$ cat src/rtl/dual_irq_status.sv
module dual_irq_status #(
  parameter int NUM_CH      = 2,
  parameter int ADDR_W      = 4,
  parameter int DATA_W      = 8,
  parameter int STATUS_ADDR = 5
) (
  input  logic              clk,
  input  logic              rst_n,
  input  logic [NUM_CH-1:0] tx_ready,
  input  logic [NUM_CH-1:0] rx_ready,
  input  logic [ADDR_W-1:0] bus_addr,
  input  logic              bus_rd,
  input  logic              bus_wr,
  input  logic [DATA_W-1:0] bus_wdata,
  output logic [DATA_W-1:0] bus_rdata,
  output logic              irq_n
);
  localparam logic [ADDR_W-1:0] SEL = STATUS_ADDR[ADDR_W-1:0];

  logic [DATA_W-1:0] status;
  logic [DATA_W-1:0] mask;
  logic              hit;
  logic              pending;

  always_comb begin
    status = '0;
    for (int n = 0; n < NUM_CH; n++) begin
      status[4*n]     = tx_ready[n];
      status[4*n + 1] = rx_ready[n];
    end
  end

  assign hit     = (bus_addr == SEL);
  assign pending = |(status & mask);

  always_ff @(posedge clk or negedge rst_n) begin
    if (!rst_n) begin
      mask      <= '0;
      bus_rdata <= '0;
      irq_n     <= 1'b1;
    end else begin
      if (bus_wr && hit) mask <= bus_wdata;
      if (bus_rd) bus_rdata <= hit ? status : '0;
      irq_n <= ~pending;
    end
  end

  a_r4_request: assert property (@(posedge clk) disable iff (!rst_n)
    pending |=> !irq_n);

  a_r5_release: assert property (@(posedge clk) disable iff (!rst_n)
    !pending |=> irq_n);

  a_r3_mask_kept: assert property (@(posedge clk) disable iff (!rst_n)
    !(bus_wr && hit) |=> $stable(mask));

  a_r2_read_data: assert property (@(posedge clk) disable iff (!rst_n)
    (bus_rd && hit) |=> bus_rdata == $past(status));

  a_r2_rdata_hold: assert property (@(posedge clk) disable iff (!rst_n)
    !bus_rd |=> $stable(bus_rdata));
endmodule

$ cat config.mk
export PLATFORM = sky130hd
export DESIGN_NAME = dual_irq_status
export DESIGN_NICKNAME = d
export VERILOG_FILES = /design/src/rtl/dual_irq_status.sv
export SDC_FILE = /design/constraint.sdc
export NUM_CORES = 1
export LEC_CHECK = 0
export CELL_PAD_IN_SITES_DETAIL_PLACEMENT = 0
export CELL_PAD_IN_SITES_GLOBAL_PLACEMENT = 2
export CORE_AREA = 2 2 39 41
export DETAILED_ROUTE_END_ITERATION = 16
export DIE_AREA = 0 0 41 43
export DONT_BUFFER_PORTS = 1
export PLACE_DENSITY_LB_ADDON = 0.1
export SYNTH_ARGS = -nofsm -noshare
export SYNTH_HDL_FRONTEND = slang
export SYNTH_SLANG_ARGS = --single-unit
export TNS_END_PERCENT = 5
$ cat constraint.sdc
create_clock -name clk -period 2.2 [get_ports clk]
set_clock_uncertainty 0.05 [all_clocks]
set_input_delay 0.22 -clock clk [delete_from_list [all_inputs] [get_ports clk]]
set_output_delay 0.22 -clock clk [all_outputs]
set_load 0.03 [all_outputs]
==> results.yml <==
sta:
  fin_crit_ps: 1450
  fin_setup_tns_ps: 0
  drv_slew: 0
  rsz0062_at_grt: "false"
  finalHoldViolations: 0
  finalSetupViolations: 0
  fmax_ghz: 0.688
  period_share_pct: 66.1
  whs_ps: 39.5
clock_network:
  cts_tree: "yes"
  holdBufCountCts: 3
  cts_setup_buffers: 0
  cts_buffers: 3
  clock-sinks: 9
  htreeDepth: 1
  cts_resized: 0
  clk_pin_slew_worst_paths_ps: 60
  clock_latency_ps: 260
  clock_path_buffers: 2
  clockRootBuffer: "clkbuf_4"
global_route:
  overflow: 0
  first_global_vias: 221
  antenna_found_initial: 0
  grt_first_pass_wirelength_um: 952
  grt_max_degree: 10
  grtUsageTotal_pct: 9.01
critical_path:
  worst-endpoint-required_ps: 2350
  critPathMaxStageDelay_ps: 580
  path_max_fanout: 2
  critical_path_class: "register to register"
  path_cells: "a22o_1 > a221oi_1 > dlygate4sd3_1"
  r2r_end: "irq_n"
  path_delay_family: "buffers and inverters"
  reg2reg_depth: 3
  reg2reg_from: "mask[0]"
  crit_slowest_cell: "dlygate4sd3_1"
  critPathBufInv: 1
  crit_arrival_ps: 1610
  critPathLaunchType: "register"
  rrSetupSlack_ps: 750
  endpoint_kind: "register"
route:
  first_iter_violations: 2
  via_per_inst: 4.60
  wirelength_um: 687
  drc: 0
  wire_per_inst_um: 13.7
  via_count: 230
  firstDrtPassIters: 2
  drtAntennaViolNets: 0
floorplan:
  ioPinCount: 29
  fp-row-count: 14
  coreArea_sq_mm: 0.00138
  start_util_pct: 29.0
  die_h_um: 43
  die-area_sq_mm: 0.00176
  die_x_um: 41
yosys:
  netlist_instances: 28
  syn-mean-instance-area_sq_um: 14.3
  yosysTopAreaCellShare_pct: 49.8
  ys_types: 11
  syn-cell-area_sq_um: 402
  synth_warnings: 0
  yosys-top-cells-area: "dfrtp_1, mux2_4, a22o_1"
  yosysTopAreaCell: "dfrtp_1"
  seq_area_frac_synth_pct: 56.4
  synth_seq_cells: 9
hold_path:
  worst_hold_path.num_cells: 1
  hold_path_class: "input port to register"
  hold_path.startpoint: "tx_ready[0]"
  hold_end: "bus_rdata[0]"
finish:
  fin_nets: 55
  area_growth_pct: 14.3
  drive_gt1_share_pct: 26.5
  n_antenna_cell: 0
run:
  cap_violations: 0
power:
  swShare_pct: 25.6
  seqPwrFrac_pct: 54.6
  internal_power_uw: 303
  peakVddDrop_mv: 0.327
  comb_power_share_pct: 14.9
  leakagePower_uw: 0.000229
  net-switching-power_uw: 104
  p_clk_share_pct: 30.5
  p_per_area_mw_per_mm2: 886
outcome:
  status: "complete, no violations"
placement:
  gp_congestion: 0.565
  numPortBuffers: 0
-- cells in the final DEF, fill, tap and decap left out --
| master | netlist | layout |
|---|---|---|
| a221oi_1 | 1 | 1 |
| a22o_1 | 5 | 5 |
| and2_1 | 1 | 1 |
| and4bb_1 | 1 | 1 |
| clkbuf_1 | 0 | 1 |
| clkbuf_4 | 0 | 3 |
| conb_1 | 1 | 4 |
| dfrtp_1 | 8 | 8 |
| dfstp_2 | 1 | 1 |
| dlygate4sd3_1 | 0 | 3 |
| inv_1 | 1 | 1 |
| mux2_4 | 4 | 4 |
| nand2_2 | 1 | 1 |
-- cell usage after synthesis --
cell and instances:
and2_1 1, a22o_1 5, nand2_2 1, mux2_4 4, dfstp_2 1, buf_4 4, inv_1 1, conb_1 1
and4bb_1 1, a221oi_1 1, dfrtp_1 8
-- final cells by class --
| class | count | area, sq um |
|---|---|---|
| Clock buffer | 4 | 26.3 |
| Fill cell | 145 | 925 |
| Inverter | 1 | 3.75 |
| Multi-Input combinational cell | 17 | 153 |
| Sequential cell | 9 | 226 |
| Tap cell | 16 | 20.0 |
| Timing Repair Buffer | 3 | 30.0 |
-- sequential cells by signal, summed over array words and instances (netlist names) --
name,count
mask,4
bus_rdata,4
irq_n,1
-- cells by family (layout without fill, tap and decap cells) --
kind of cell / Yosys count / after routing / share of synthesized area (%)
AOI/OAI and AO/OA: 6 / 6 / 13.1
buffers and inverters: 5 / 8 / 8.41
muxes: 4 / 4 / 15.0
and+or+nand+nor: 3 / 3 / 6.23
other: 1 / 4 / 0.934
DFF: 9 / 9 / 56.4
-- worst max-delay path by stage --
stage | from | to | slack [ps] | cells after the start
after detailed placement | bus_addr[3] | mask[0] | 1070 | 3
final | mask[0] | irq_n | 750 | 3
after global placement | bus_addr[3] | mask[1] | 1090 | 3
after global routing | mask[0] | irq_n | 710 | 3
after CTS | mask[0] | irq_n | 730 | 3
after floorplan | bus_addr[3] | mask[0] | 1140 | 3
-- metal layers --
layer	GRT usage, %	vias to the layer above	routed length (um)
met4	2.00	0	0
li1	-	106	-
met1	9.24	104	263
met5	0	-	0
met3	10.5	0	101
met2	11.9	20	322
-- metrics by stage --
step	cell area (sq um)	utilization (%)	power, uW	instances	worst slack, ps
floorplan	413	-	271	31	1140
CTS	459	33.2	412	50	727
finish	459	33.2	407	50	746
global placement	403	29.1	272	43	1090
detailed placement	403	29.1	274	43	1070
global route	459	33.2	432	50	708
-- power by group through the flow --
stage          registers, uW  clock network [uW]  logic [uW]
2_1_floorplan            220                   0        50.8
3_3_place_gp             224                   0        47.4
3_5_place_dp             226                   0        48.3
4_1_cts                  222                 128        61.7
5_1_grt                  224                 143        64.6
6_report                 222                 124        60.5
(Power assumes the default switching activity.)
